==> src/rtl/seg_lin_addr_gen.sv <==
module seg_lin_addr_gen #(
  parameter int AW  = 64,
  parameter int PW  = 32,
  parameter int SZW = 3
) (
  input  logic          clk,
  input  logic          rst_n,
  input  logic          req_vld,
  input  logic [AW-1:0] offset,
  input  logic [SZW-1:0] len_m1,
  input  logic [1:0]    acc_kind,
  input  logic          long_mode,
  input  logic          seg_ext_en,
  input  logic [AW-1:0] ext_base,
  input  logic [AW-1:0] seg_base,
  input  logic [PW-1:0] seg_limit,
  input  logic          seg_is_code,
  input  logic          seg_wr_ok,
  input  logic          seg_rd_ok,
  output logic [AW-1:0] lin_addr,
  output logic          lin_vld,
  output logic          viol
);
  localparam logic [1:0] K_WR = 2'b01;
  localparam logic [1:0] K_EX = 2'b10;

  logic [PW-1:0] pm_sum;
  logic [AW-1:0] lm_sum;
  logic [AW-1:0] nxt_addr;
  logic [PW:0]   last_byte;
  logic          is_wr, is_ex, is_rd;
  logic          lim_bad, perm_bad;

  assign pm_sum    = seg_base[PW-1:0] + offset[PW-1:0];
  assign lm_sum    = (seg_ext_en ? ext_base : '0) + offset;
  assign nxt_addr  = long_mode ? lm_sum : {{(AW-PW){1'b0}}, pm_sum};

  assign last_byte = {1'b0, offset[PW-1:0]} + {{(PW+1-SZW){1'b0}}, len_m1};
  assign lim_bad   = !long_mode && (last_byte > {1'b0, seg_limit});

  assign is_wr     = (acc_kind == K_WR);
  assign is_ex     = (acc_kind == K_EX);
  assign is_rd     = !is_wr && !is_ex;
  assign perm_bad  = (is_wr && (seg_is_code || !seg_wr_ok)) ||
                     (is_ex && !seg_is_code) ||
                     (is_rd && seg_is_code && !seg_rd_ok);

  always_ff @(posedge clk) begin
    if (!rst_n) begin
      lin_addr <= '0;
      lin_vld  <= 1'b0;
      viol     <= 1'b0;
    end else begin
      lin_vld <= req_vld;
      viol    <= req_vld && (lim_bad || perm_bad);
      if (req_vld) lin_addr <= nxt_addr;
    end
  end
endmodule


==> config.mk <==
export PLATFORM = sky130hd
export DESIGN_NAME = seg_lin_addr_gen
export DESIGN_NICKNAME = d
export VERILOG_FILES = /design/src/rtl/seg_lin_addr_gen.sv
export SDC_FILE = /design/constraint.sdc
export NUM_CORES = 1
export LEC_CHECK = 0
export ABC_AREA = 1
export BUFFER_PORTS_ARGS = -buffer_cell sky130_fd_sc_hd__buf_4
export CELL_PAD_IN_SITES_DETAIL_PLACEMENT = 2
export CELL_PAD_IN_SITES_GLOBAL_PLACEMENT = 2
export CORE_UTILIZATION = 29
export DETAILED_ROUTE_END_ITERATION = 10
export HOLD_SLACK_MARGIN = 0.05
export PLACE_DENSITY_LB_ADDON = 0.1
export SYNTH_ARGS = -nofsm -noshare
export SYNTH_HDL_FRONTEND = slang
export SYNTH_SLANG_ARGS = --single-unit
==> constraint.sdc <==
create_clock -name clk -period 8.2 [get_ports clk]
set_input_delay 0.41 -clock clk [delete_from_list [all_inputs] [get_ports clk]]
set_output_delay 0.41 -clock clk [all_outputs]
set_load 0.05 [all_outputs]
# ---- Yosys cells after proc, flatten, opt, wreduce, memory -nomap -nowiden
# Index checks and enable logic that the tools add are counted.
dict set report word_totals {
  out_inout_bits 66
  regBits 66
  elab_cells 28
  input_bits 237
}
dict set report classes {
  n_mux 2
  eq_ne 2
  magnitude_cmp 1
  reduce_logical 17
  n_addsub 3
}
# op count
set ops {}
lappend ops {{2-to-1 mux 64 bit} 2}
lappend ops {{adder 64 bit} 1}
lappend ops {{adder 32 x 3 -> 33 bit} 1}
lappend ops {{greater-than comparator 33 x 32 -> 1 bit} 1}
lappend ops {{adder 32 bit} 1}
lappend ops {{logical AND 1 bit} 7}
lappend ops {{logical NOT 1 bit} 6}
lappend ops {{logical OR 1 bit} 4}
lappend ops {{== test 2 x 1 -> 1 bit (second input constant)} 1}
lappend ops {{== test 2 bit (second input constant)} 1}

# ---- Longest topological paths before layout
# Gate-level depths: netlist of run 1.
dict set report depth {
  depth_word 8
  mapped_depth 24
  depth_no_buf 24
}

# ---- Worst setup path before layout of run 1
# OpenSTA, ideal clock, no wires.
dict set report synth_path {
  kind {in2reg}
  start {input port offset[0]}
  end {register viol}
  n_path_buf 0
  required_time_ns 8.076
  setup_time_ns 0.124
  arrival_ns 3.027
  slack_ns 5.048
  path_stages 24
  cell_sequence {ha_1 > inv_1 > fa_1 > inv_1 > nand3_1 > nand2_2 > nand3_4 > nor3_4 > nand2_2 > nor2_4 > nand4_2 > inv_2 > nand2_2 > xnor2_1 > ha_1 > nand2_1 > nor4_1 > nand2_1 > nor2_1 > o211ai_1 > nand2_1 > inv_1 > nand2_1 > a21oi_1}
}
dict set report synth_via {
  elab_chain_cells 5
}
# element line_no
set synth_rtl {}
lappend synth_rtl {{start: declaration} 9} ;# input logic [AW-1:0] offset,
lappend synth_rtl {{adder 32 x 3 -> 33 bit} 38} ;# assign last_byte = {1'b0, offset[PW-1:0]} + {{(PW+1-SZW){1'b0}}, len_m1};
lappend synth_rtl {{greater-than comparator 33 x 32 -> 1 bit} 39} ;# assign lim_bad = !long_mode && (last_byte > {1'b0, seg_limit});
lappend synth_rtl {{logical AND 1 bit} 39}
lappend synth_rtl {{logical OR 1 bit} 55} ;# viol <= req_vld && (lim_bad || perm_bad);
lappend synth_rtl {{logical AND 1 bit} 55}
lappend synth_rtl {{end signal: assignment} 55}
lappend synth_rtl {{end: declaration} 22} ;# output logic viol
# No other way between the ends.
# A chain may end at the register's enable or synchronous reset.

# ---- Worst setup path in the final report of run 1
# Ends and elaborated chain as after synthesis.

==> results of run 1 <==
==> stage by stage <==
step | setup slack (ps) | cells
3_5_place_dp | 4281 | 3259
4_1_cts | 4670 | 3273
6_report | 4687 | 3273
5_1_grt | 4461 | 3273
3_3_place_gp | 4435 | 3259
2_1_floorplan | 5048 | 2444
==> worst paths after layout <==
kind | to | slack, ps | cells past startpoint
setup / recovery | viol$_SDFF_PN0_ | 4690 | 24
hold / removal | lin_addr[2]$_SDFFE_PN0P_ | 370 | 3
setup reg to reg | lin_addr[1]$_SDFFE_PN0P_ | 7370 | 4
hold reg to reg | lin_addr[52]$_SDFFE_PN0P_ | 470 | 2
==> cell type report <==
type / instances / area [µm²]
fillers: 5599 / 26860
flip-flops and latches: 66 / 1321
well taps: 577 / 721.9
inverters: 509 / 1911
repair buffers: 272 / 2042
clock inverters: 2 / 60.06
multi-input cells: 1835 / 9230
clock buffers: 12 / 266.5
==> worst max-delay path, stage by stage <==
cell	delay (ps)
buf_4	130
ha_1	180
inv_1	60
fa_1	390
inv_1	90
nand3_1	90
nand2_2	140
nand3_4	120
nor3_4	150
nand2_2	120
nor2_4	170
nand4_2	130
inv_2	100
nand2_1	70
xor2_1	150
ha_1	290
nand2_1	130
inv_1	110
nand4_1	150
nor2_1	230
nand3_1	100
nand3_1	100
nand2_1	70
a21oi_1	130
==> power groups by stage <==
stage          Sequential (mW)  Combinational [mW]  Clock, mW
3_3_place_gp             0.367               0.922          0
4_1_cts                  0.361               0.966      0.469
6_report                 0.361               0.957      0.455
2_1_floorplan            0.446               0.494          0
3_5_place_dp             0.368               0.960          0
5_1_grt                  0.362                1.06      0.477
==> cell usage in the layout (no fill, tap or decap), types with 7 or more instances in the layout <==
cell type	synthesis	layout
clkbuf_16	0	9
nand3b_1	31	31
nor3_1	19	19
buf_4	0	272
inv_1	506	504
nand4_1	18	18
nand3_1	155	155
ha_1	131	131
nor2_1	237	237
dfxtp_1	66	66
o21bai_1	7	7
xor2_1	27	27
o21ai_0	69	69
o211ai_1	9	9
nand2_1	891	891
a21oi_1	181	181
xnor2_1	11	11
==> metal layers <==
metal,part of all wire,up-vias,track usage
met5,0,-,0
met4,0.033,0,0.1032
met3,0.019,82,0.02592
met2,0.54,228,0.5845
met1,0.41,7905,0.3239
li1,-,8016,-
==> state kept, by name (all words and copies together), names as in the netlist <==
signal,count
lin_vld,1
lin_addr,64
viol,1
==> cells by family (layout without fill, tap and decap cells) <==
group           Yosys count  after routing  share of synthesized area
buf+inv                 543            795                     0.1620
xor+xnor                 38             38                    0.02643
simple gates           1386           1386                     0.4564
compound gates          277            277                     0.1153
fa+ha+maj               134            134                     0.1349
flops                    66             66                     0.1049
==> metrics, run 1 <==
post-synth top area cell=nand2_1; Finished Core Util=0.3667; die outline height=210.4 µm; core area=42,420 µm²; die area=44,250 µm²; Fmax=284.7 MHz; die width=210.4 µm; Layout area overhead=23.52%; Worst-Margin Slew=841.0 ps; Final min period=3513 ps; residual DRC count=0; Final Hold Fails=0; DRT Pass-1 Iters=4; Seq pwr share=0.203; R2R Path Start=lin_addr[1]$_SDFFE_PN0P_; GRT Overall Usage=0.2956; Power Total=1.773 mW; CTS clk-pin slew, worst paths=60 ps; Final #Nets=3,064; Worst VDD drop=0.1141 mV; largest net degree at the start of global routing=65; buffers inserted by post-CTS timing repair=0; routability cong.=0.9117; Sw Share=0.4673; Synth Flop Type=dfxtp_1; synth top area cells=nand2_1 27%, inv_1 15%, ha_1 13%; leak pwr=9.293 nW; Routed WL=64.71 mm; # clock sinks=66; pwr dens=114.0 nW/µm²; Sum Neg Setup Slack=0 ps; RSZ-0062 raised after global routing=false; outcome=finished clean; Netlist Area Pre-Place=12,590 µm²; Tcrit/Tclk final=0.4284; WHS=368.0 ps; initial antenna violation count=0; Avg Cell Area, Syn=5.152 µm²; # diodes=0; Slew Limit Headroom=0.4393; most frequent cell after synthesis=nand2_1; cell internal pwr=0.9443 mW; Post-DRT Antenna Nets=0; CP Launch Type=input pin; Hold WC Path Type=in2reg; number of synthesized flops with an enable pin=0; Resized Gates After CTS=0; Starting Density=0.2968; Vias=16,231; hold_buf cts=0; clock network power share=0.257; root buf cell=clkbuf_16; share of cells above drive strength 1=0.1161; vias per cell=4.959; CTS tree=built; I/O pin total=303; post-synthesis sequential area ratio=0.1049; H-tree levels=3; max-cap violations=0; GRT Residual Overflow=0; Yosys Warn Count=0; share of flip-flops with an asynchronous set or reset=0; Setup CP Type=in2reg; number of DRC markers in iteration 0=557; Worst Setup End Kind=register; CP startpoint=offset[0]; Clock Path Buffers=2; Clock Skew=0 ps; Post-synth top cells=891 x nand2_1, 506 x inv_1, 237 x nor2_1; syn_nets=2,815; Distinct cells, synth=41; Rows=75; Mapped Cells=2,444; Critical Path AT=3820 ps; top cell type's share of synthesized area=0.2656; Crit path required time=8500 ps; Slew Limit Fails=0; HPWL after DPL=56.74 mm; I/O Buffers=270; Psw=0.8284 mW; Clock Latency Late Sink=370 ps; post-placement cell area=15,230 µm²; synthesis-stage register bit count=66; vias in the first global route=18,176; Combinational Power Share=0.540; first-pass GRT wire length=99.73 mm; Avg WL per Cell=19.77 µm; cell area after layout=15,550 µm²; Hold Startpoint=rst_n; critical path fanouts, max=4; CTS Buf Count=9; # setup viols final=0
No activity file was read; power rests on OpenSTA's default activity.
==> run 2, diff against run 1 <==
ABC_AREA = 0   (was 1)
clock period = 3.29 ns   (was 8.2 ns; I/O delays follow)
==> metrics, run 2 <==
Layout area overhead=40.75% (was 23.52%); FF/Latch Area=1321 µm² (unchanged); Clock Path Buffers=2 (unchanged); initial antenna violation count=1 (was 0); critical path depth=22 (was 24); vias per cell=5.299 (was 4.959); Final min period=3226 ps; Rows=66 (was 75); RSZ-0062 raised after global routing=true (was false); pwr dens=312.0 nW/µm² (was 114.0 nW/µm²); area of the multi-input gates=8026 µm² (was 9230 µm²); Mapped Cells=1,316 (was 2,444); clock network power share=0.248 (was 0.257); R2R Setup Slk=2510 ps (was 7370 ps); post-synthesis sequential area ratio=0.1372 (was 0.1049); crit path capture=viol$_SDFF_PN0_ (unchanged); # clock sinks=66 (unchanged); Worst VDD drop=0.2341 mV (was 0.1141 mV); post-synth top area cell=ha_1 (was nand2_1); Crit path required time=3540 ps (was 8500 ps); Tcrit/Tclk final=0.9806; Psw=1.762 mW (was 0.8284 mW); largest net degree at the start of global routing=62 (was 65); GRT Overall Usage=0.2563 (was 0.2956); Setup CP Type=in2reg (unchanged); vias in the first global route=12,340 (was 18,176); Avg WL per Cell=20.50 µm (was 19.77 µm); Yosys Warn Count=0 (unchanged); Vias=11,282 (was 16,231); max-cap violations=0 (unchanged); Routed WL=43.64 mm (was 64.71 mm); synthesis-stage register bit count=66 (unchanged); number of DRC markers in iteration 0=313 (was 557); Worst-Margin Slew=912.2 ps (was 841.0 ps); Layout Cells excl Fill=2,129 (was 3,273); I/O Buffers=270 (unchanged); Place WS=-755.4 ps (was 4281 ps); CP startpoint=len_m1[0] (was offset[0]); Starting Density=0.2953 (was 0.2968); Clock Skew=0 ps (unchanged); CTS tree=built (unchanged); HPWL after DPL=36.01 mm (was 56.74 mm); Slew Limit Fails=0 (unchanged); CTS clk-pin slew, worst paths=60 ps (about the same); # diodes=0 (unchanged); Most flops, register=lin_addr (unchanged); largest registers=lin_addr: 64 flops, lin_vld: 1 flops, viol: 1 flops (unchanged); die outline height=184.3 µm (was 210.4 µm); Sum Neg Setup Slack=0 ps (unchanged); cell internal pwr=2.468 mW (was 0.9443 mW); # fillers=3,879 (was 5,599); first-pass GRT wire length=67.29 mm (was 99.73 mm); hold_buf cts=0 (unchanged); leak pwr=6.647 nW (was 9.293 nW); worst stage delay on the critical path=390 ps (about the same); # setup viols final=0 (unchanged); die area=33,950 µm² (was 44,250 µm²); commonest cells after routing, fill and taps aside=406 x buf_4, 130 x ha_1, 123 x nand2_1 (was 891 x nand2_1, 504 x inv_1, 272 x buf_4); Largest register FFs=64 (unchanged); Buf/Inv on CP=3 (was 5); reg2reg path depth=2 (was 4); placed insts=2,101 (was 3,259); number of synthesized flops with an enable pin=0 (unchanged); Clock Latency Late Sink=340 ps (was 370 ps); Slew Limit Headroom=0.3904 (was 0.4393); share of cells above drive strength 1=0.2869 (was 0.1161); Netlist Area Pre-Place=9633 µm² (was 12,590 µm²); Critical Path AT=3480 ps (was 3820 ps); routability cong.=0.9112 (was 0.9117); CTS Buf Count=9 (unchanged); outcome=finished clean (unchanged); critical path fanouts, max=4 (unchanged); synth top area cells=ha_1 17%, dfxtp_1 14%, xnor2_1 7.3% (was nand2_1 27%, inv_1 15%, ha_1 13%); syn_nets=1,687 (was 2,815); H-tree levels=3 (unchanged); core area=32,620 µm² (was 42,420 µm²); Crit path max-delay family=compound AO/OA/AOI/OAI gates (was simple AND/OR/NAND/NOR gates); most common cell after layout, fill and taps aside=buf_4 (was nand2_1); Post-DRT Antenna Nets=0 (unchanged); most frequent cell after synthesis=ha_1 (was nand2_1); Hold WC Path Type=in2reg (unchanged); Combinational Power Share=0.537 (was 0.540); Worst Setup End Kind=register (unchanged); CP Launch Type=input pin (unchanged); top cell type's share of synthesized area=0.1702 (was 0.2656); Final Hold Fails=0 (unchanged); CP cell instances=buf_6 > ha_4 > inv_2 > fa_2 > nor2b_4 > nor2_4 > nor2_4 > nand3_4 > nor2_4 > buf_6 > xor2_2 > ha_1 > a21o_1 > a21o_1 > a21o_1 > a21oi_2 > nor2b_1 > o211ai_1 > a31oi_1 > a31oi_1 > nor2_1 > o21a_1 (was buf_4 > ha_1 > inv_1 > fa_1 > inv_1 > nand3_1 > nand2_2 > nand3_4 > nor3_4 > nand2_2 > nor2_4 > nand4_2 > inv_2 > nand2_1 > xor2_1 > ha_1 > nand2_1 > inv_1 > nand4_1 > nor2_1 > nand3_1 > nand3_1 > nand2_1 > a21oi_1); Final #Nets=2,053 (was 3,064); GRT Residual Overflow=0 (unchanged); Synth Flop Type=dfxtp_1 (unchanged); worst setup margin=63.75 ps (was 4687 ps); root buf cell=clkbuf_16 (unchanged); Avg Cell Area, Syn=7.320 µm² (was 5.152 µm²); Sw Share=0.4166 (was 0.4673); I/O pin total=303 (unchanged); Post-synth top cells=131 x ha_1, 123 x nand2_1, 120 x a21oi_1 (was 891 x nand2_1, 506 x inv_1, 237 x nor2_1); residual DRC count=0 (unchanged); worst reg2reg endpoint=lin_addr[18]$_SDFFE_PN0P_ (was lin_addr[1]$_SDFFE_PN0P_); Distinct cells, synth=78 (was 41); R2R Path Start=lin_addr[18]$_SDFFE_PN0P_ (was lin_addr[1]$_SDFFE_PN0P_); Seq pwr share=0.215 (was 0.203); Power Total=4.230 mW (was 1.773 mW); CP max stage cell=fa_2 (was fa_1); die width=184.3 µm (was 210.4 µm); DRT Pass-1 Iters=4 (unchanged); share of flip-flops with an asynchronous set or reset=0 (unchanged); Fmax=310.0 MHz
[run 2: cell count changes after synthesis, sizes merged, moves of 19 or more]
cell,change
nand2,-772
inv,-449
nor2,-155
nand3,-118
a21o,+73
xnor2,+69
and2,+68
a21oi,-54
o21ai,+32
nand3b,-26
clkbuf,+24
a31oi,+23
and3,+19
[run 2: worst register-to-register path: stages, from the launching register on]
cell and delay, ps:
dfxtp_1 400, o2111ai_1 130, a31oi_1 170
[run 2: stage by stage]
step	area, µm²	hold slack, ps	util
finish	13560	203.5	0.4157
global route	13560	232.7	0.4157
CTS	13410	200.7	0.4112
detailed placement	13000	446.8	0.3985
global placement	13000	433.6	0.3985
floorplan	9641	365.6	-
[run 2: what timing repair did]
| action | 4_1_cts | 5_1_grt |
|---|---|---|
| setup endpoints to repair | 1 | 6 |
| pin swaps | 8 | 18 |
| setup buffers | 6 | 6 |
| resized for setup | 17 | 22 |
[run 2: worst min path at each step]
stage / from / end / slack, ps / cells after the start
detailed placement: lin_addr[48]$_SDFFE_PN0P_ / lin_addr[48]$_SDFFE_PN0P_ / 450 / 2
finish: offset[63] / lin_addr[63]$_SDFFE_PN0P_ / 200 / 4
CTS: offset[63] / lin_addr[63]$_SDFFE_PN0P_ / 200 / 4
global route: rst_n / lin_addr[10]$_SDFFE_PN0P_ / 230 / 3
global placement: lin_addr[63]$_SDFFE_PN0P_ / lin_addr[63]$_SDFFE_PN0P_ / 430 / 2
floorplan: rst_n / lin_addr[2]$_SDFFE_PN0P_ / 370 / 2
[run 2: metal layers]
metal  track usage  vias to the layer above  part of all wire
met2        0.4655                      230              0.49
met4       0.08467                        2             0.029
li1              -                     5478                 -
met5             0                        -           0.00030
met1        0.3100                     5520              0.44
met3       0.03122                       52             0.032
[run 2: power by group through the flow]
stage / clock network, mW / registers (mW) / logic, mW
detailed placement: 0 / 0.928 / 2.22
global placement: 0 / 0.927 / 2.16
CTS: 1.07 / 0.912 / 2.26
finish: 1.05 / 0.911 / 2.27
floorplan: 0 / 1.14 / 1.10
global route: 1.10 / 0.917 / 2.47
[run 2: kinds of logic after synthesis]
kind of cell / Yosys count / synth area share
mux: 13 / 0.01377
flops: 66 / 0.1372
xor+xnor: 108 / 0.09819
fa+ha+maj: 134 / 0.1764
compound gates: 434 / 0.2982
buf+inv: 117 / 0.04624
simple gates: 444 / 0.2300
[run 2: cell type report]
class | count | area share
Clock buffer | 12 | 0.01892
Clock inverter | 4 | 0.003691
Timing Repair Buffer | 411 | 0.2303
Sequential cell | 66 | 0.09745
Inverter | 61 | 0.01689
Tap cell | 442 | 0.04079
Multi-Input combinational cell | 1133 | 0.5920
==> run 3, diff against run 2 <==
CORE_UTILIZATION = 31   (was 29)
MAX_ROUTING_LAYER = met4   (was default)
clock period = 4.19 ns   (was 3.29 ns; I/O delays follow)
==> metrics, run 3 (synthesized netlist as in run 2, its figures left out) <==
worst reg2reg endpoint=lin_addr[24]$_SDFFE_PN0P_ (was lin_addr[18]$_SDFFE_PN0P_); pwr dens=248.1 nW/µm² (was 312.0 nW/µm²); Post-DRT Antenna Nets=0 (unchanged); Largest register FFs=64 (unchanged); # fillers=3,677 (was 3,879); # clock sinks=66 (unchanged); critical path fanouts, max=2 (was 4); CP max stage cell=a2111oi_1 (was fa_2); routability cong.=0.8738 (was 0.9112); GRT Residual Overflow=0 (unchanged); Layout area overhead=28.50% (was 40.75%); number of DRC markers in iteration 0=430 (was 313); RSZ-0062 raised after global routing=false (was true); Sw Share=0.4322 (was 0.4166); CTS tree=built (unchanged); Setup CP Type=in2reg (unchanged); Final min period=3915 ps; Place WS=-135.0 ps (was -755.4 ps); hold_buf cts=0 (unchanged); Worst VDD drop=0.2039 mV (was 0.2341 mV); root buf cell=clkbuf_16 (unchanged); die width=178.3 µm (was 184.3 µm); die outline height=178.3 µm (was 184.3 µm); Slew Limit Fails=0 (unchanged); Crit path max-delay family=compound AO/OA/AOI/OAI gates (unchanged); I/O Buffers=270 (unchanged); Avg WL per Cell=20.70 µm (was 20.50 µm); most common cell after layout, fill and taps aside=buf_4 (unchanged); # setup viols final=0 (unchanged); Clock Skew=0 ps (unchanged); largest registers=lin_addr: 64 flops, lin_vld: 1 flops, viol: 1 flops (unchanged); outcome=finished clean (unchanged); Sum Neg Setup Slack=0 ps (unchanged); Final #Nets=1,933 (was 2,053); hold path depth=3 (was 4); GRT Overall Usage=0.2633 (was 0.2563); largest net degree at the start of global routing=62 (unchanged); clock network power share=0.242 (was 0.248); post-placement cell area=12,100 µm² (was 13,000 µm²); I/O pin total=303 (unchanged); CTS Buf Count=9 (unchanged); Vias=10,750 (was 11,282); worst setup margin=275.1 ps (was 63.75 ps); Rows=64 (was 66); R2R Setup Slk=3460 ps (was 2510 ps); Seq pwr share=0.233 (was 0.215); Hold Path Sink=lin_addr[20]$_SDFFE_PN0P_ (was lin_addr[63]$_SDFFE_PN0P_); core area=30,590 µm² (was 32,620 µm²); DRT Pass-1 Iters=4 (unchanged); Most flops, register=lin_addr (unchanged); Psw=1.327 mW (was 1.762 mW); Clock Latency Late Sink=340 ps (about the same); Starting Density=0.3149 (was 0.2953); die area=31,780 µm² (was 33,950 µm²); Crit path required time=4440 ps (was 3540 ps); share of cells above drive strength 1=0.2163 (was 0.2869); Slew Limit Headroom=0.4360 (was 0.3904); Buf/Inv on CP=4 (was 3); reg2reg path depth=2 (unchanged); CP cell instances=buf_4 > ha_1 > inv_1 > fa_1 > nor2b_1 > nor2_1 > nor2_1 > buf_4 > nand3_1 > nor3_1 > buf_4 > and2_1 > nand3_1 > xnor2_1 > ha_1 > a21o_1 > a21oi_1 > o21ai_0 > a2111oi_1 > a31oi_1 > a31oi_1 > nor2_1 > o21a_1 (was buf_6 > ha_4 > inv_2 > fa_2 > nor2b_4 > nor2_4 > nor2_4 > nand3_4 > nor2_4 > buf_6 > xor2_2 > ha_1 > a21o_1 > a21o_1 > a21o_1 > a21oi_2 > nor2b_1 > o211ai_1 > a31oi_1 > a31oi_1 > nor2_1 > o21a_1); HPWL after DPL=33.63 mm (was 36.01 mm); leak pwr=6.011 nW (was 6.647 nW); vias in the first global route=11,628 (was 12,340); first-pass GRT wire length=62.96 mm (was 67.29 mm); Clock Path Buffers=2 (unchanged); area of the multi-input gates=7875 µm² (was 8026 µm²); Combinational Power Share=0.525 (was 0.537); Layout Cells excl Fill=1,963 (was 2,129); commonest cells after routing, fill and taps aside=291 x buf_4, 131 x ha_1, 123 x nand2_1 (was 406 x buf_4, 130 x ha_1, 123 x nand2_1); Fmax=255.4 MHz; Hold Startpoint=rst_n (was offset[63]); FF/Latch Area=1321 µm² (unchanged); Critical Path AT=4160 ps (was 3480 ps); cell internal pwr=1.744 mW (was 2.468 mW); Finished Core Util=0.4047 (was 0.4157); Tcrit/Tclk final=0.9343; Routed WL=40.63 mm (was 43.64 mm); Power Total=3.071 mW (was 4.230 mW); # diodes=0 (unchanged); Worst Setup End Kind=register (unchanged); residual DRC count=0 (unchanged); Worst-Margin Slew=844.1 ps (was 912.2 ps); placed insts=1,947 (was 2,101); WHS=280.3 ps (was 203.5 ps); R2R Path Start=lin_addr[24]$_SDFFE_PN0P_ (was lin_addr[18]$_SDFFE_PN0P_); vias per cell=5.476 (was 5.299); worst stage delay on the critical path=420 ps (was 390 ps); max-cap violations=0 (unchanged); initial antenna violation count=0 (was 1); H-tree levels=3 (unchanged); CTS clk-pin slew, worst paths=70 ps (was 60 ps); Final Hold Fails=0 (unchanged); cell area after layout=12,380 µm² (was 13,560 µm²); CP Launch Type=input pin (unchanged); Hold WC Path Type=in2reg (unchanged)
-- run 3: worst register-to-register path: stages (launching register included) --
cell	delay, ps
dfxtp_1	350
o21ai_0	180
a21oi_1	60
-- run 3: how the worst max path moves through the flow --
stage	from	endpoint	slack, ps	cells after the start
finish	offset[0]	viol$_SDFF_PN0_	280	23
floorplan	offset[0]	viol$_SDFF_PN0_	710	20
detailed placement	offset[0]	viol$_SDFF_PN0_	-140	23
global placement	offset[0]	viol$_SDFF_PN0_	20	23
global route	offset[0]	viol$_SDFF_PN0_	30	23
CTS	offset[0]	viol$_SDFF_PN0_	220	23
-- run 3: timing repair --
item,in CTS,in global routing
resized for setup,0,1
endpoints found under the setup margin,0,1
buffers inserted,0,0
-- run 3: power groups by stage --
stage          clock, mW  combinational (mW)  sequential [mW]
2_1_floorplan          0               0.864            0.892
3_3_place_gp           0                1.57            0.727
3_5_place_dp           0                1.62            0.728
4_1_cts            0.762                1.63            0.715
5_1_grt            0.780                1.76            0.720
6_report           0.743                1.61            0.715
-- run 3: routing by layer --
| metal | part of all wire | global-route usage | vias up |
|---|---|---|---|
| met1 | 0.44 | 0.3096 | 5248 |
| met2 | 0.50 | 0.4739 | 213 |
| li1 | - | - | 5240 |
| met4 | 0.022 | 0.06532 | 0 |
| met5 | 0 | - | - |
| met3 | 0.035 | 0.02962 | 49 |
-- run 3: layout make-up --
type / instances / area share
Clock buffer: 11 / 0.01961
Clock inverter: 5 / 0.002426
Inverter: 61 / 0.01850
Multi-Input combinational cell: 1133 / 0.6362
Sequential cell: 66 / 0.1067
Tap cell: 396 / 0.04003
Timing Repair Buffer: 291 / 0.1765
